===== src/rtl/prioBusArbPkg.sv =====
package prioBusArbPkg;
  typedef enum logic [1:0] {
    ARB_IDLE  = 2'd0,
    ARB_GRANT = 2'd1,
    ARB_BUSY  = 2'd2,
    ARB_GAP   = 2'd3
  } arbState_t;

  typedef struct packed {
    logic load;
    logic clear;
    logic useHi;
  } arbStrobe_t;
endpackage


===== src/rtl/prioRrPick.sv =====
module prioRrPick #(
  parameter int N  = 4,
  parameter int IW = 2
) (
  input  logic [N-1:0]  mask,
  input  logic [IW-1:0] last,
  output logic          valid,
  output logic [IW-1:0] idx
);
  always_comb begin
    valid = 1'b0;
    idx   = '0;
    // search downward so the smallest distance above last wins
    for (int k = N; k >= 1; k--) begin
      int j;
      j = int'(last) + k;
      if (j >= N) j = j - N;
      if (mask[j]) begin
        valid = 1'b1;
        idx   = IW'(j);
      end
    end
  end
endmodule


===== src/rtl/prioBusArbCtrl.sv =====
module prioBusArbCtrl
  import prioBusArbPkg::*;
(
  input  logic       clk,
  input  logic       rstN,
  input  logic       anyHi,
  input  logic       anyLo,
  input  logic       envN,
  output arbStrobe_t strobe
);
  arbState_t state, stateNext;

  always_comb begin
    stateNext = state;
    strobe    = '0;
    unique case (state)
      ARB_IDLE: begin
        if (anyHi || anyLo) begin
          strobe.load  = 1'b1;
          strobe.useHi = anyHi;
          stateNext    = ARB_GRANT;
        end
      end
      ARB_GRANT: begin
        if (!envN) stateNext = ARB_BUSY;
      end
      ARB_BUSY: begin
        if (envN) begin
          strobe.clear = 1'b1;
          stateNext    = ARB_GAP;
        end
      end
      ARB_GAP: stateNext = ARB_IDLE;
      default: stateNext = ARB_IDLE;
    endcase
  end

  always_ff @(posedge clk) begin
    if (!rstN) state <= ARB_IDLE;
    else       state <= stateNext;
  end
endmodule


===== src/rtl/prioBusArbData.sv =====
module prioBusArbData
  import prioBusArbPkg::*;
#(
  parameter int N  = 4,
  parameter int CW = 4
) (
  input  logic          clk,
  input  logic          rstN,
  input  logic [N-1:0]  reqN,
  input  logic [N-1:0]  hiReqN,
  input  logic          rsvAdd,
  input  logic          rsvDrop,
  input  logic [CW-1:0] rsvLimit,
  input  arbStrobe_t    strobe,
  output logic          anyHi,
  output logic          anyLo,
  output logic [N-1:0]  gntN,
  output logic          busHpN,
  output logic          ovldN
);
  localparam int IW = (N > 1) ? $clog2(N) : 1;
  localparam logic [IW-1:0] PTR_INIT = IW'(N - 1);
  localparam logic [CW-1:0] CNT_MAX  = {CW{1'b1}};

  logic [N-1:0]  hiMask, loMask, gntReg;
  logic [IW-1:0] lastHi, lastLo, hiIdx, loIdx, winIdx;
  logic [CW-1:0] rsvCnt;

  assign loMask = ~reqN;
  assign hiMask = ~reqN & ~hiReqN;

  prioRrPick #(.N(N), .IW(IW)) hiPick_i (
    .mask(hiMask), .last(lastHi), .valid(anyHi), .idx(hiIdx)
  );
  prioRrPick #(.N(N), .IW(IW)) loPick_i (
    .mask(loMask), .last(lastLo), .valid(anyLo), .idx(loIdx)
  );

  assign winIdx = strobe.useHi ? hiIdx : loIdx;

  always_ff @(posedge clk) begin
    if (!rstN) begin
      gntReg <= '0;
      lastHi <= PTR_INIT;
      lastLo <= PTR_INIT;
    end else if (strobe.load) begin
      gntReg         <= '0;
      gntReg[winIdx] <= 1'b1;
      if (strobe.useHi) lastHi <= winIdx;
      else              lastLo <= winIdx;
    end else if (strobe.clear) begin
      gntReg <= '0;
    end
  end

  always_ff @(posedge clk) begin
    if (!rstN) begin
      rsvCnt <= '0;
    end else if (rsvAdd && !rsvDrop && rsvCnt != CNT_MAX) begin
      rsvCnt <= rsvCnt + 1'b1;
    end else if (rsvDrop && !rsvAdd && rsvCnt != '0) begin
      rsvCnt <= rsvCnt - 1'b1;
    end
  end

  assign gntN   = ~gntReg;
  assign busHpN = ~anyHi;
  assign ovldN  = ~(rsvCnt >= rsvLimit);
endmodule


===== src/rtl/prioBusArbiter.sv =====
module prioBusArbiter
  import prioBusArbPkg::*;
#(
  parameter int N  = 4,
  parameter int CW = 4
) (
  input  logic          clk,
  input  logic          rstN,
  input  logic [N-1:0]  reqN,
  input  logic [N-1:0]  hiReqN,
  input  logic          envN,
  input  logic          rsvAdd,
  input  logic          rsvDrop,
  input  logic [CW-1:0] rsvLimit,
  output logic [N-1:0]  gntN,
  output logic          busHpN,
  output logic          ovldN
);
  arbStrobe_t strobe;
  logic       anyHi, anyLo;

  prioBusArbCtrl ctrl_i (
    .clk(clk), .rstN(rstN), .anyHi(anyHi), .anyLo(anyLo),
    .envN(envN), .strobe(strobe)
  );

  prioBusArbData #(.N(N), .CW(CW)) data_i (
    .clk(clk), .rstN(rstN), .reqN(reqN), .hiReqN(hiReqN),
    .rsvAdd(rsvAdd), .rsvDrop(rsvDrop), .rsvLimit(rsvLimit),
    .strobe(strobe), .anyHi(anyHi), .anyLo(anyLo),
    .gntN(gntN), .busHpN(busHpN), .ovldN(ovldN)
  );
endmodule


===== config.mk =====
export PLATFORM = sky130hd
export DESIGN_NAME = prioBusArbiter
export DESIGN_NICKNAME = d
export VERILOG_FILES = /design/src/rtl/prioBusArbPkg.sv /design/src/rtl/prioRrPick.sv /design/src/rtl/prioBusArbCtrl.sv /design/src/rtl/prioBusArbData.sv /design/src/rtl/prioBusArbiter.sv
export SDC_FILE = /design/constraint.sdc
export NUM_CORES = 1
export LEC_CHECK = 0
export CORE_MARGIN = 2
export CORE_UTILIZATION = 50
export CTS_BUF_LIST = sky130_fd_sc_hd__clkbuf_4 sky130_fd_sc_hd__clkbuf_8 sky130_fd_sc_hd__clkbuf_16
export CTS_CLUSTER_DIAMETER = 40
export DETAILED_ROUTE_END_ITERATION = 10
export HOLD_SLACK_MARGIN = 0.03
export MAX_ROUTING_LAYER = met4
export PLACE_DENSITY = 0.78
export SYNTH_ARGS = -nofsm -noshare
export SYNTH_HDL_FRONTEND = slang
export SYNTH_HIERARCHICAL = 1
export SYNTH_SLANG_ARGS = --single-unit

===== constraint.sdc =====
create_clock -name clk -period 2.05 [get_ports clk]
set_input_delay 0.41 -clock clk [delete_from_list [all_inputs] [get_ports clk]]
set_output_delay 0.41 -clock clk [all_outputs]
set_load 0.02 [all_outputs]

==> flow_summary.json, run 1 <==
{
  "drc": 0,
  "setup_viol": 0,
  "cts_sinks": 14,
  "dieArea_mm2": 0.002645,
  "synth_cell_types": 30,
  "antenna_cells": 0,
  "path_cells": "inv_2 > ha_4 > nand2b_4 > a21o_1 > a21o_1 > a21oi_2 > buf_6",
  "slowest_delay_ps": 340,
  "yosysWarnings": 6,
  "period_share_pct": 97.02,
  "core_area_mm2": 0.002170,
  "ys_seq_elements": 14,
  "cts_tree": "built",
  "grt_max_degree": 17,
  "powerDensity_mw_per_mm2": 999.6,
  "clk_path_buf_depth": 2,
  "syn-num-nets": 163,
  "cp.required_ps": 1640,
  "post-route-min-period_ps": 1989,
  "start_util_pct": 51.85,
  "p_seq_share_pct": 28.7,
  "crit_arrival_ps": 1580,
  "internal-power_mw": 0.9399,
  "drtIter0Drc": 6,
  "drive_gt1_share_pct": 25.57,
  "cts_buffers": 3,
  "drv_slew": 0,
  "htreeDepth": 1,
  "numPortBuffers": 22,
  "routabilityCongestion": 0.7820,
  "antenna_found_initial": 0,
  "async_flop_share_pct": 0,
  "die_y_um": 51.43,
  "path_max_fanout": 2,
  "p_sw_share_pct": 40.07,
  "overflow": 0,
  "start_kind": "flip-flop",
  "cp-end-kind": "output pin",
  "status": "finished, final reports clean",
  "worst_pin_slew_ps": 484.8,
  "synthCells": 136,
  "dr.pass1.iters": 4,
  "die_x_um": 51.43,
  "synth-edff-count": 0,
  "setup-tns-final_ps": 0,
  "combPwrFrac_pct": 61.7,
  "avgSynthCellArea_um2": 8.271,
  "num_rows": 17,
  "p_total_mw": 1.568,
  "wl_um": 2588,
  "ant_nets": 0,
  "synth_area_mm2": 0.001125,
  "relSlewSlack_pct": 67.58,
  "clk_pin_slew_ps": 80,
  "dp.cells": 200,
  "grtUsageTotal_pct": 20.70,
  "grt_pass1_vias": 1074,
  "pin_count": 23,
  "holdCritPathClass": "flip-flop to flip-flop",
  "vias": 1059,
  "cts-root-buf": "clkbuf_4",
  "crit_top_cell": "a21o_1",
  "instances_no_fill": 204,
  "syn_to_final_growth_pct": 39.49,
  "fin_skew_ps": 4.383,
  "final_cell_area_mm2": 0.001569,
  "ir_drop_uv": 764.3,
  "num-fill-cells": 185,
  "clk_latency_ps": 270,
  "clkPwrFrac_pct": 9.7,
  "power.net_switching_mw": 0.6285,
  "grt_pass1_wl_um": 4084,
  "nNetsFinal": 205,
  "cts_hold_buf": 0,
  "whs_ps": 490.9,
  "dp.final_hpwl_um": 2015,
  "fmax_mhz": 502.8,
  "crit_slowest_cell": "dfxtp_2",
  "avgViaCountPerCell": 5.191,
  "synthFlopType": "dfxtp_1",
  "final_cell_mix": "buf_4, clkdlybuf4s50_1, inv_1",
  "placed_area_mm2": 0.001495,
  "final_common_cell": "buf_4",
  "drv_cap": 0,
  "crit_type": "flip-flop to output pin",
  "ys_seq_area_share_pct": 24.92,
  "routedWlPerCell_um": 12.69,
  "p_leak_nw": 0.7595,
  "rsz0062_at_grt": "yes",
  "hold_viol_final": 0
}
[critical path, delay by kind of cell (launching register included)]
kind,cells,cell delay [ps]
simple gates,1,120
compound gates,3,440
buf+inv,2,180
fa+ha+maj,1,220
flops,1,340
[logic make-up (layout without fill, tap and decap cells)]
| kind of cell | count (synthesis) | in the layout | synth area share, % |
|---|---|---|---|
| AO/OA/AOI/OAI | 25 | 25 | 19.58 |
| XOR/XNOR | 2 | 2 | 1.558 |
| adder cells (fa/ha/maj) | 10 | 10 | 11.79 |
| buffers and inverters | 20 | 60 | 6.785 |
| flip-flops | 14 | 14 | 24.92 |
| multiplexers | 12 | 12 | 10.90 |
| AND/OR/NAND/NOR | 53 | 53 | 24.47 |
[per-layer routing]
| layer | vias up | routed length, µm | GRT usage (%) |
|---|---|---|---|
| met4 | 0 | 49 | 7.895 |
| met5 | - | 0 | - |
| met3 | 6 | 86 | 3.216 |
| li1 | 546 | - | - |
| met2 | 22 | 1406 | 39.96 |
| met1 | 485 | 1045 | 20.50 |
[cell type report]
| class | count | area (µm²) | share of cell area [%] |
|---|---|---|---|
| repair buffers | 40 | 351.6 | 22.41 |
| well taps | 28 | 35.03 | 2.233 |
| flip-flops and latches | 14 | 281.5 | 17.94 |
| inverters | 17 | 63.81 | 4.067 |
| clock buffers | 3 | 22.52 | 1.435 |
| multi-input cells | 102 | 814.5 | 51.91 |
[through the flow]
stage / worst slack, ps / utilization (%)
final: 61.09 / 72.32
after global routing: -73.58 / 72.32
after CTS: -2.043 / 70.30
after detailed placement: -709.3 / 68.92
after global placement: -652.9 / 68.92
after floorplan: 96.01 / -
[synth_stat cells (4+ instances only)]
| master | instances | area share [%] |
|---|---|---|
| a21oi_1 | 6 | 2.7 |
| ha_1 | 9 | 10 |
| nand2_1 | 13 | 4.3 |
| nor2_1 | 9 | 3.0 |
| nor2b_1 | 9 | 5.0 |
| o31a_1 | 4 | 3.1 |
| dfxtp_1 | 14 | 25 |
| mux2i_1 | 10 | 8.9 |
| inv_1 | 17 | 5.7 |
| nand3_1 | 8 | 3.6 |
| nand2b_1 | 8 | 4.4 |
[final timing paths]
path         slack (ps)  depth (start not counted)               end             start
max                  60                          7             ovldN  data_i/rsvCnt[0]
min                 490                          2   ctrl_i/state[1]   ctrl_i/state[1]
max reg2reg         160                          8  data_i/rsvCnt[3]  data_i/rsvCnt[1]
min reg2reg         490                          2   ctrl_i/state[1]   ctrl_i/state[1]
[timing repair]
item,CTS,global route
gates cloned,0,0
setup buffers,0,1
resized for setup,11,12
setup endpoints to repair,2,9
pin swaps,5,0
[power groups by stage]
stage / logic (mW) / registers (mW) / clock network (mW)
final: 0.968 / 0.450 / 0.151
after global routing: 1.05 / 0.461 / 0.169
after CTS: 0.908 / 0.446 / 0.159
after detailed placement: 0.903 / 0.450 / 0
after global placement: 0.858 / 0.443 / 0
after floorplan: 0.640 / 0.435 / 0
[state kept, by name, indices dropped and copies added (netlist names)]
register / count
data_i/rsvCnt: 4
ctrl_i/state: 2
data_i/lastLo: 2
data_i/gntReg: 4
data_i/lastHi: 2
(Power assumes the default switching activity.)
==> inputs of run 2 (changes only) <==
- GPL_TIMING_DRIVEN: not set -> 0
==> run 2 against run 1 <==
  * Register-to-register slack got worse by 30 ps
  * Setup slack got worse by 61 ps
  * Worst hold slack improved by 5.1 ps
  * Via count decreased by 0.94%
  * Global-route usage decreased by 1.1 points
  * Count of clock-buffer cells in the layout increased by 1
  * Total power about the same
  * Critical path type unchanged
==> flow_summary.json, run 2 (same netlist as run 1, synthesis figures left out) <==
{
  "status": "finished, final reports clean",
  "worst_pin_slew_ps": 418.4,
  "start_kind": "flip-flop",
  "routabilityCongestion": 0.7826,
  "grt_max_degree": 11,
  "die_x_um": 51.43,
  "instances_no_fill": 193,
  "setup_viol": 0,
  "cts_sinks": 14,
  "overflow": 0,
  "ir_drop_uv": 700.3,
  "drtIter0Drc": 18,
  "pin_count": 23,
  "whs_ps": 495.9,
  "rsz0062_at_grt": "yes",
  "num_rows": 17,
  "ant_nets": 0,
  "clk_pin_slew_ps": 80,
  "dp_slack_ps": -681.2,
  "period_share_pct": 99.99,
  "final_cell_mix": "clkdlybuf4s50_1, inv_1, nand2_1, dfxtp_1, mux2i_1",
  "dp.final_hpwl_um": 1712,
  "clk_path_buf_depth": 2,
  "start_util_pct": 51.85,
  "holdCritPathClass": "flip-flop to flip-flop",
  "dieArea_mm2": 0.002645,
  "die_y_um": 51.43,
  "grt_pass1_wl_um": 3795,
  "dp.cells": 186,
  "drv_cap": 0,
  "antenna_found_initial": 0,
  "numPortBuffers": 22,
  "drv_slew": 0,
  "p_total_mw": 1.570,
  "drc": 0,
  "reg.largest.list": "data_i/gntReg: 4 flops, data_i/rsvCnt: 4 flops",
  "powerDensity_mw_per_mm2": 1027,
  "relSlewSlack_pct": 72.11,
  "final_common_cell": "clkdlybuf4s50_1",
  "p_leak_nw": 0.7138,
  "cts_tree": "built",
  "nNetsFinal": 193,
  "htreeDepth": 1,
  "avgViaCountPerCell": 5.435,
  "clk_latency_ps": 280,
  "hold_viol_final": 0,
  "routedWlPerCell_um": 12.62,
  "post-route-min-period_ps": 2050,
  "antenna_cells": 0,
  "cts_buffers": 3,
  "dr.pass1.iters": 4,
  "fin_util_pct": 70.42,
  "setup-tns-final_ps": 0,
  "path_max_fanout": 2,
  "fin_skew_ps": 1.547,
  "fin_ws_ps": 0.2572,
  "cp.required_ps": 1640,
  "cts-root-buf": "clkbuf_4",
  "placed_area_mm2": 0.001380,
  "grtUsageTotal_pct": 19.60,
  "vias": 1049,
  "grt_pass1_vias": 935,
  "wl_um": 2436,
  "syn_to_final_growth_pct": 35.82,
  "fmax_mhz": 487.9,
  "drive_gt1_share_pct": 24.24,
  "crit_arrival_ps": 1640,
  "cp-end-kind": "output pin",
  "crit_type": "flip-flop to output pin",
  "final_cell_area_mm2": 0.001528,
  "core_area_mm2": 0.002170
}
[run 2: cell count changes in the layout (fill, tap and decap cells not counted), moves of 2 or more]
cell,change
buf_4,-13
nor2_4,+3
dlygate4sd2_1,-2
nor2_1,-5
nor2_2,+2
[run 2: path summary, 6_finish.rpt]
path	from	endpoint	slack [ps]	depth (start not counted)
hold / removal	ctrl_i/state[1]	ctrl_i/state[1]	500	2
hold reg to reg	ctrl_i/state[1]	ctrl_i/state[1]	500	2
setup reg to reg	data_i/rsvCnt[0]	data_i/rsvCnt[3]	130	8
setup / recovery	data_i/rsvCnt[0]	ovldN	0.3	7
[run 2: area by class of cell]
class | count | area [µm²]
fillers | 182 | 641.9
clock buffers | 4 | 36.28
inverters | 17 | 66.31
flip-flops and latches | 14 | 285.3
plain buffers | 3 | 18.77
repair buffers | 25 | 240.2
well taps | 28 | 35.03
multi-input cells | 102 | 845.8
[run 2: power by group]
| group | switching [mW] | internal, mW |
|---|---|---|
| clock | 0.0893 | 0.108 |
| combinational | 0.439 | 0.480 |
| sequential | 0.0882 | 0.365 |
| total | 0.617 | 0.953 |
[run 2: repair_timing]
| item | 4_1_cts | 5_1_grt |
|---|---|---|
| pin swaps | 5 | 6 |
| gates resized for setup | 15 | 25 |
| setup buffers | 1 | 2 |
| hold buffers | 0 | 0 |
| endpoints found under the setup margin | 5 | 8 |
[run 2: worst max-delay path, stage by stage (launching register included)]
cell and delay (ps):
dfxtp_4 360, inv_4 60, ha_4 180, nand2b_4 130, a21o_1 140, a21o_1 190
a21oi_2 150, buf_4 150
[run 2: metal layers]
layer / wire length [µm] / vias to the layer above / GRT usage (%)
met5: 0 / - / -
met4: 14 / 0 / 9.211
met1: 1089 / 502 / 21.48
met3: 82 / 2 / 4.094
met2: 1249 / 22 / 33.76
li1: - / 523 / -
